File: src/rtl/mdio_pkg.sv
package mdio_pkg;
    localparam int FRAME_LEN  = 64;
    localparam int PRE_LEN    = 32;
    localparam int ADDR_W     = 5;
    localparam int DATA_W     = 16;
    // bits driven by the controller in a read: preamble, start, opcode, two addresses
    localparam int RD_DRIVEN  = PRE_LEN + 2 + 2 + 2 * ADDR_W;
    localparam int TA2_IDX    = RD_DRIVEN + 1;
    localparam int DATA_IDX   = RD_DRIVEN + 2;
    localparam int CNT_W      = $clog2(FRAME_LEN + 1);

    localparam logic [1:0] OP_WRITE = 2'b01;
    localparam logic [1:0] OP_READ  = 2'b10;
    localparam logic [1:0] ST_SYNC  = 2'b01;
    localparam logic [1:0] TA_WRITE = 2'b10;
endpackage

File: src/rtl/mdio_clkgen.sv
module mdio_clkgen #(
    parameter int MDC_HALF = 4
) (
    input  logic clk,
    input  logic rst_n,
    input  logic en,
    output logic mdc,
    output logic rise_p,
    output logic fall_p
);
    localparam int CW = (MDC_HALF > 1) ? $clog2(MDC_HALF) : 1;

    typedef struct packed {
        logic [CW-1:0] cnt;
        logic          mdc;
    } div_t;

    div_t d, q;

    always_comb begin
        d      = q;
        rise_p = 1'b0;
        fall_p = 1'b0;
        if (!en) begin
            d.cnt = '0;
            d.mdc = 1'b0;
        end else if (q.cnt == CW'(MDC_HALF - 1)) begin
            d.cnt  = '0;
            d.mdc  = ~q.mdc;
            rise_p = ~q.mdc;
            fall_p = q.mdc;
        end else begin
            d.cnt = q.cnt + 1'b1;
        end
    end

    always_ff @(posedge clk or negedge rst_n) begin
        if (!rst_n) q <= '0;
        else        q <= d;
    end

    assign mdc = q.mdc;

    // clock parks low when disabled
    assert_mdc_idle_R7: assert property (@(posedge clk) disable iff (!rst_n)
        !en |=> !mdc);
endmodule

File: src/rtl/mdio_shift.sv
module mdio_shift
    import mdio_pkg::*;
(
    input  logic                 clk,
    input  logic                 rst_n,
    input  logic                 start,
    input  logic                 is_read,
    input  logic [FRAME_LEN-1:0] frame,
    input  logic                 rise_p,
    input  logic                 fall_p,
    input  logic                 mdio_i,
    output logic                 active,
    output logic                 mdio_o,
    output logic                 mdio_oe,
    output logic                 done,
    output logic [DATA_W-1:0]    rdata,
    output logic                 ta_bad
);
    typedef struct packed {
        logic                 active;
        logic                 rd;
        logic [CNT_W-1:0]     cnt;
        logic [FRAME_LEN-1:0] sh;
        logic                 out;
        logic                 oe;
        logic [DATA_W-1:0]    rdata;
        logic                 ta_bad;
    } sh_t;

    sh_t d, q;

    always_comb begin
        d    = q;
        done = 1'b0;
        if (start && !q.active) begin
            d.active = 1'b1;
            d.rd     = is_read;
            d.cnt    = '0;
            d.sh     = frame;
            d.out    = frame[FRAME_LEN-1];
            d.oe     = 1'b1;
            d.ta_bad = 1'b0;
        end else if (q.active) begin
            if (rise_p) begin
                if (q.rd && q.cnt == CNT_W'(TA2_IDX))
                    d.ta_bad = mdio_i;
                if (q.rd && q.cnt >= CNT_W'(DATA_IDX))
                    d.rdata = {q.rdata[DATA_W-2:0], mdio_i};
                d.cnt = q.cnt + 1'b1;
            end else if (fall_p) begin
                if (q.cnt == CNT_W'(FRAME_LEN)) begin
                    d.active = 1'b0;
                    d.out    = 1'b0;
                    d.oe     = 1'b0;
                    done     = 1'b1;
                end else begin
                    d.sh  = q.sh << 1;
                    d.out = q.sh[FRAME_LEN-2];
                    d.oe  = !q.rd || (q.cnt < CNT_W'(RD_DRIVEN));
                end
            end
        end
    end

    always_ff @(posedge clk or negedge rst_n) begin
        if (!rst_n) q <= '0;
        else        q <= d;
    end

    assign active  = q.active;
    assign mdio_o  = q.out;
    assign mdio_oe = q.oe;
    assign rdata   = q.rdata;
    assign ta_bad  = q.ta_bad;

    // output moves only on a falling management edge or at frame start
    assert_drive_on_fall_R8: assert property (@(posedge clk) disable iff (!rst_n)
        !$stable(mdio_o) |-> $past(fall_p || start));

    // line released for turnaround and data of a read
    assert_release_read_R5: assert property (@(posedge clk) disable iff (!rst_n)
        (q.active && q.rd && q.cnt > CNT_W'(RD_DRIVEN)) |-> !mdio_oe);
endmodule

File: src/rtl/mdio_ctrl.sv
module mdio_ctrl
    import mdio_pkg::*;
#(
    parameter int               MDC_HALF     = 4,
    parameter logic [ADDR_W-1:0] PHY_ADDR_RST = '0
) (
    input  logic        clk,
    input  logic        rst_n,
    input  logic        wr_en,
    input  logic [31:0] wr_data,
    output logic [31:0] rd_data,
    output logic        mdc,
    output logic        mdio_o,
    output logic        mdio_oe,
    input  logic        mdio_i
);
    typedef struct packed {
        logic [DATA_W-1:0] data;
        logic [ADDR_W-1:0] phy;
        logic [ADDR_W-1:0] regad;
        logic              busy;
        logic              nvalid;
        logic              rd;
    } reg_t;

    reg_t d, q;

    logic                 start, is_read, active, rise_p, fall_p, done, ta_bad;
    logic [DATA_W-1:0]    rdata;
    logic [FRAME_LEN-1:0] frame;
    logic                 unused_bits;

    assign unused_bits = ^wr_data[5:2];
    assign is_read     = wr_data[1];
    assign start       = wr_en && !q.busy && (wr_data[0] || wr_data[1]);
    assign frame       = {{PRE_LEN{1'b1}}, ST_SYNC, is_read ? OP_READ : OP_WRITE,
                          wr_data[15:11], wr_data[10:6], TA_WRITE, wr_data[31:16]};

    always_comb begin
        d = q;
        if (wr_en && !q.busy) begin
            d.data  = wr_data[31:16];
            d.phy   = wr_data[15:11];
            d.regad = wr_data[10:6];
            if (start) begin
                d.busy = 1'b1;
                d.rd   = is_read;
                if (is_read) d.nvalid = 1'b0;
            end
        end
        if (done) begin
            d.busy = 1'b0;
            if (q.rd) begin
                d.data   = rdata;
                d.nvalid = ta_bad;
            end
        end
    end

    always_ff @(posedge clk or negedge rst_n) begin
        if (!rst_n) begin
            q     <= '0;
            q.phy <= PHY_ADDR_RST;
        end else begin
            q <= d;
        end
    end

    assign rd_data = {q.data, q.phy, q.regad, 1'b0, q.nvalid, q.busy, 3'b000};

    mdio_clkgen #(.MDC_HALF(MDC_HALF)) u_clkgen (
        .clk    (clk),
        .rst_n  (rst_n),
        .en     (active),
        .mdc    (mdc),
        .rise_p (rise_p),
        .fall_p (fall_p)
    );

    mdio_shift u_shift (
        .clk     (clk),
        .rst_n   (rst_n),
        .start   (start),
        .is_read (is_read),
        .frame   (frame),
        .rise_p  (rise_p),
        .fall_p  (fall_p),
        .mdio_i  (mdio_i),
        .active  (active),
        .mdio_o  (mdio_o),
        .mdio_oe (mdio_oe),
        .done    (done),
        .rdata   (rdata),
        .ta_bad  (ta_bad)
    );

    // accepted command raises busy
    assert_busy_on_start_R3: assert property (@(posedge clk) disable iff (!rst_n)
        (!q.busy && wr_en && (wr_data[0] || wr_data[1])) |=> rd_data[3]);

    // addresses untouched by writes during a transfer
    assert_ignore_busy_R9: assert property (@(posedge clk) disable iff (!rst_n)
        (q.busy && wr_en) |=> ($stable(rd_data[15:11]) && $stable(rd_data[10:6])));

    // the frame engine runs exactly while busy
    assert_active_busy_R3: assert property (@(posedge clk) disable iff (!rst_n)
        active |-> q.busy);
endmodule

File: config.mk
export PLATFORM = sky130hd
export DESIGN_NAME = mdio_ctrl
export DESIGN_NICKNAME = d
export VERILOG_FILES = /design/src/rtl/mdio_pkg.sv /design/src/rtl/mdio_clkgen.sv /design/src/rtl/mdio_shift.sv /design/src/rtl/mdio_ctrl.sv
export SDC_FILE = /design/constraint.sdc
export NUM_CORES = 1
export LEC_CHECK = 0
export CAP_MARGIN = 10
export CORE_MARGIN = 2
export CORE_UTILIZATION = 55
export DETAILED_ROUTE_END_ITERATION = 7
export PLACE_DENSITY = 0.78
export SETUP_SLACK_MARGIN = 0.5
export SYNTH_ARGS = -nofsm -noshare
export SYNTH_HDL_FRONTEND = slang
export SYNTH_HIERARCHICAL = 1
export SYNTH_SLANG_ARGS = --single-unit
export TNS_END_PERCENT = 5
File: constraint.sdc
create_clock -name clk -period 3.42 [get_ports clk]
set_input_delay 0.342 -clock clk [delete_from_list [all_inputs] [get_ports clk]]
set_output_delay 0.342 -clock clk [all_outputs]
set_load 0.01 [all_outputs]
Word-level counts from Yosys, hierarchy flattened
Index checks and enable logic that the tools add are counted.

Bits in registers: 123.

Bitwise gates (word level): 2. Mux-type cells: 36. Add/sub/neg operators: 2. Equal/unequal tests: 6. Order comparisons: 2. Reduce and logical (&&, ||, !) cells: 23.

Operators by type and width (count): $mux 66 (2); $mux 90 (1); $mux 73 (1); $mux 64 (1); $mux 16 (3); $mux 29 (1); $mux 1 (19); $mux 17 (1); $reduce_bool 2->1 (6); $mux 2 (4); $reduce_and 4->1 (2); $add 7x1->7 const B (1); $eq 7x6->1 const B (1); $eq 7x7->1 const B (1); $ge 7x6->1 const B (1); $lt 7x6->1 const B (1); $mux 7 (1); $mux 3 (2); $reduce_and 2->1 (3); $reduce_and 3->1 (2); $logic_and 1x1->1 (5); $ne 2x1->1 const B (2); $logic_not 1->1 (3); $add 2x1->2 const B (1); other kinds (4) (6).

Depth between registers and ports, before layout
Depth in word-level cells: 9. Gate-level depth with buffers: 10.

Modules after synthesis
Netlist, hierarchy kept.

By module, submodules not included: mdio_shift (area an instance 4655.7 um^2, cells an instance 476, sequential area each 2277.2 um^2, instances 1); mdio_ctrl (area an instance 1566.5 um^2, cells an instance 141, sequential area each 725.7 um^2, instances 1); mdio_clkgen (area an instance 146.4 um^2, cells an instance 11, sequential area each 75.1 um^2, instances 1).

Worst setup path before layout
Ideal clock, no wire load.

Kind: register to register. Start point: reg u_shift/q[85] (netlist name). End point: reg q (netlist bit rd_data[21]). Setup slack: 1408 ps. Library setup time: 124 ps. Buffers on the path: 3. Cell stages (with the launch flop): 8. Arrival: 1888 ps. Required time: 3296 ps. Cells stage by stage: dfrtp_1 or4_4 buf_2 nor3_1 and2_1 buf_6 clkbuf_2 o21ai_1.

RTL lines: start, declared (RTL line mdio_shift.sv:30) `sh_t d, q;`; start signal, assigned (RTL line mdio_shift.sv:66) `if (!rst_n) q <= '0;`; start signal, assigned (RTL line mdio_shift.sv:67) `else q <= d;`; end, declared (RTL line mdio_ctrl.sv:26) `reg_t d, q;`.

==> results.py <==
metrics = {
    "setup_path": {
        "critPathKind": "flip-flop to flip-flop",
        "critPathTopFamily": "simple AND/OR/NAND/NOR gates",
        "end_kind": "flip-flop",
        "worstPathCellList": "or4_4 -> nor3_1 -> and2_1 -> buf_4 -> nand2_1 -> o21ai_1",
        "critical_path_arrival_ps": 2910,
        "cp_data_required_time_ps": 3750,
        "cp_slowest_cell": "or4_4",
        "r2r-start": "u_shift/q[85]$_DFFE_PN0P_",
        "reg2reg_to": "rd_data[16]$_DFF_PN0_",
        "path_max_fanout": 65,
        "cp_slowest_stage_delay_ps": 880,
        "critPathLaunchType": "flip-flop",
        "regToRegSetupSlack_ps": 850,
        "r2r_cells": 6,
        "path_buf_inv": 1,
    },
    "timing": {
        "hold_viol_final": 0,
        "rsz0062_at_grt": "false",
        "fmax_mhz": 389,
        "period_needed_ps": 2570,
        "slew_violations": 0,
        "setup_viol": 0,
        "slew_headroom_pct": 43.7,
        "fin_crit_sh_pct": 75.3,
        "skew_ps": 4.54,
        "worst_pin_slew_ps": 844,
        "tns_ps": 0,
    },
    "synth": {
        "ys_ff_latch": 123,
        "synth_area_leaders": "dfrtp_1, o311ai_1, o211ai_1",
        "syn_avg_cell_area_um2": 10.1,
        "synth-warning-count": 6,
        "synth.distinct_cells": 48,
        "seq_area_frac_synth_pct": 48.3,
        "yosysTopAreaCell": "dfrtp_1",
        "syn_inst": 628,
        "syn_area_um2": 6370,
        "synth_top_area_share_pct": 48.3,
        "synth_ff_type": "dfrtp_1",
        "postSynth.asyncResetShare_pct": 100,
        "synth_edf_count": 0,
    },
    "layout": {
        "seq_area_um2": 3080,
        "final_nets": 698,
        "multi_input_comb_area_um2": 2540,
        "final_cell_mix": "dfrtp_1, nand2_1, inv_1",
        "antenna_cells": 0,
        "layout_commonest_cell": "dfrtp_1",
        "final_layout_size_suffix_gt1_share_pct": 10.8,
        "area_growth_syn_to_layout_pct": 14.6,
        "fillers": 907,
    },
    "grt": {
        "grt_overflow": 0,
        "grt_pass1_wl_um": 23000,
        "antenna_found_initial": 0,
        "grt_usage_pct": 22.9,
        "grt_pass1_vias": 4681,
        "grt_max_degree": 87,
    },
    "power": {
        "cellPowerDensity_nw_per_um2": 456,
        "p_leak_nw": 3.29,
        "power_mw": 3.33,
        "vdd_drop_max_v": 0.000427,
    },
    "min_path": {
        "worstHoldPathType": "input pin to asynchronous set/reset pin",
    },
    "placement": {
        "dp_hpwl_um": 8020,
        "gp_congestion": 0.826,
        "io_buffers": 62,
    },
    "clock_network": {
        "ctsHoldBuffers": 0,
        "cts-root-buf": "clkbuf_16",
        "path_clk_slew_ps": 50,
        "post_cts_buffers": 0,
        "cts_tree": "done",
        "htreeDepth": 4,
        "cts.repair.resized": 0,
        "cts_num_sinks": 123,
        "clockBufferDepth": 2,
        "cts_buffers": 17,
        "clock_latency_ps": 410,
    },
    "detailed_routing": {
        "antenna_left": 0,
        "via_count": 4581,
        "wire_per_inst_um": 16.4,
        "wl_um": 13300,
        "remaining_drc_errors": 0,
        "drtPass1Iterations": 5,
        "via_per_inst": 5.64,
        "drt_iter0_markers": 304,
    },
    "floorplan": {
        "start_util_pct": 56.0,
        "die_area_um2": 12500,
        "core_um2": 11400,
        "die_w_um": 112,
        "row_count": 39,
        "dieHeight_um": 112,
        "ios": 71,
    },
    "status": {
        "status": "completed",
    },
    "flow_run": {
        "cap_violations": 0,
    },
}
-- through the flow --
step	hold WS (ps)	area, µm²	std cells	setup WS (ps)	util, %
3_3_place_gp	451	6770	782	917	59.5
3_5_place_dp	478	6770	782	902	59.5
2_1_floorplan	46.4	6510	666	1410	-
5_1_grt	101	7300	812	682	64.2
4_1_cts	67.9	7300	812	862	64.2
6_report	29.1	7300	812	846	64.2
-- sequential cells by signal, indices dropped and copies added, names as in the netlist --
register	count
u_shift/q	71
u_clkgen/mdc	1
u_shift/active	1
u_shift/rdata	16
u_shift/mdio_o	1
u_clkgen/q	2
u_shift/mdio_oe	1
u_shift/ta_bad	1
q	1
rd_data	28
-- layer usage --
metal / track usage [%] / up-vias / wire length (µm)
li1: - / 2191 / -
met3: 6.70 / 14 / 653
met4: 6.67 / 0 / 144
met2: 38.1 / 123 / 6710
met5: 0 / - / 0
met1: 29.5 / 2253 / 5840
-- Yosys cell counts, types with 2 or more instances --
cell	number
dfrtp_1	123
nand2_1	92
inv_1	67
o211ai_1	62
o311ai_1	57
buf_4	48
clkbuf_1	27
mux2i_1	18
mux2_2	16
o21ai_1	16
buf_2	11
o21ai_0	11
mux2_4	10
a21oi_1	8
buf_6	8
nand3_1	6
ha_1	4
and2_1	3
nor2_1	3
nor3_1	3
o311ai_0	3
buf_1	2
conb_1	2
nor3b_1	2
o311ai_2	2
or3_1	2
-- report_power, final --
group	leakage (nW)	internal (mW)	switching (mW)
sequential	1.26	1.49	0.0316
clock	0.264	1.03	0.580
combinational	1.77	0.0841	0.114
-- logic make-up after synthesis --
| kind of cell | Yosys count | synth area share [%] |
|---|---|---|
| xor+xnor | 2 | 0.275 |
| flops | 123 | 48.3 |
| buf+inv | 166 | 14.2 |
| fa+ha+maj | 4 | 0.786 |
| other cells | 2 | 0.118 |
| mux | 44 | 8.02 |
| simple gates | 123 | 8.74 |
| compound gates | 164 | 19.5 |
-- worst max-delay path by stage --
| stage | from | endpoint | slack [ps] | cells after the start |
|---|---|---|---|---|
| 2_1_floorplan | u_shift/q[85]$_DFFE_PN0P_ | rd_data[21]$_DFF_PN0_ | 1410 | 7 |
| 3_3_place_gp | u_shift/q[85]$_DFFE_PN0P_ | rd_data[4]$_DFF_PN0_ | 920 | 5 |
| 3_5_place_dp | u_shift/q[85]$_DFFE_PN0P_ | rd_data[27]$_DFF_PN0_ | 900 | 6 |
| 4_1_cts | u_shift/q[85]$_DFFE_PN0P_ | rd_data[27]$_DFF_PN0_ | 860 | 6 |
| 5_1_grt | u_shift/q[85]$_DFFE_PN0P_ | rd_data[16]$_DFF_PN0_ | 680 | 6 |
| 6_report | u_shift/q[85]$_DFFE_PN0P_ | rd_data[16]$_DFF_PN0_ | 850 | 6 |
-- area by class of cell --
class / instances / area share (%)
Clock buffer: 29 / 7.27
Timing Repair Buffer: 72 / 9.84
Sequential cell: 123 / 42.2
Multi-Input combinational cell: 377 / 34.8
Tap cell: 143 / 2.45
Clock inverter: 1 / 0.0686
Inverter: 67 / 3.44
-- worst reg2reg max path: cells and delay by family, from the launching register on --
kind,cells,cell delay (ps)
flops,1,440
compound gates,1,90
simple gates,4,1660
buf+inv,1,310
No activity file was read; power rests on OpenSTA's default activity.
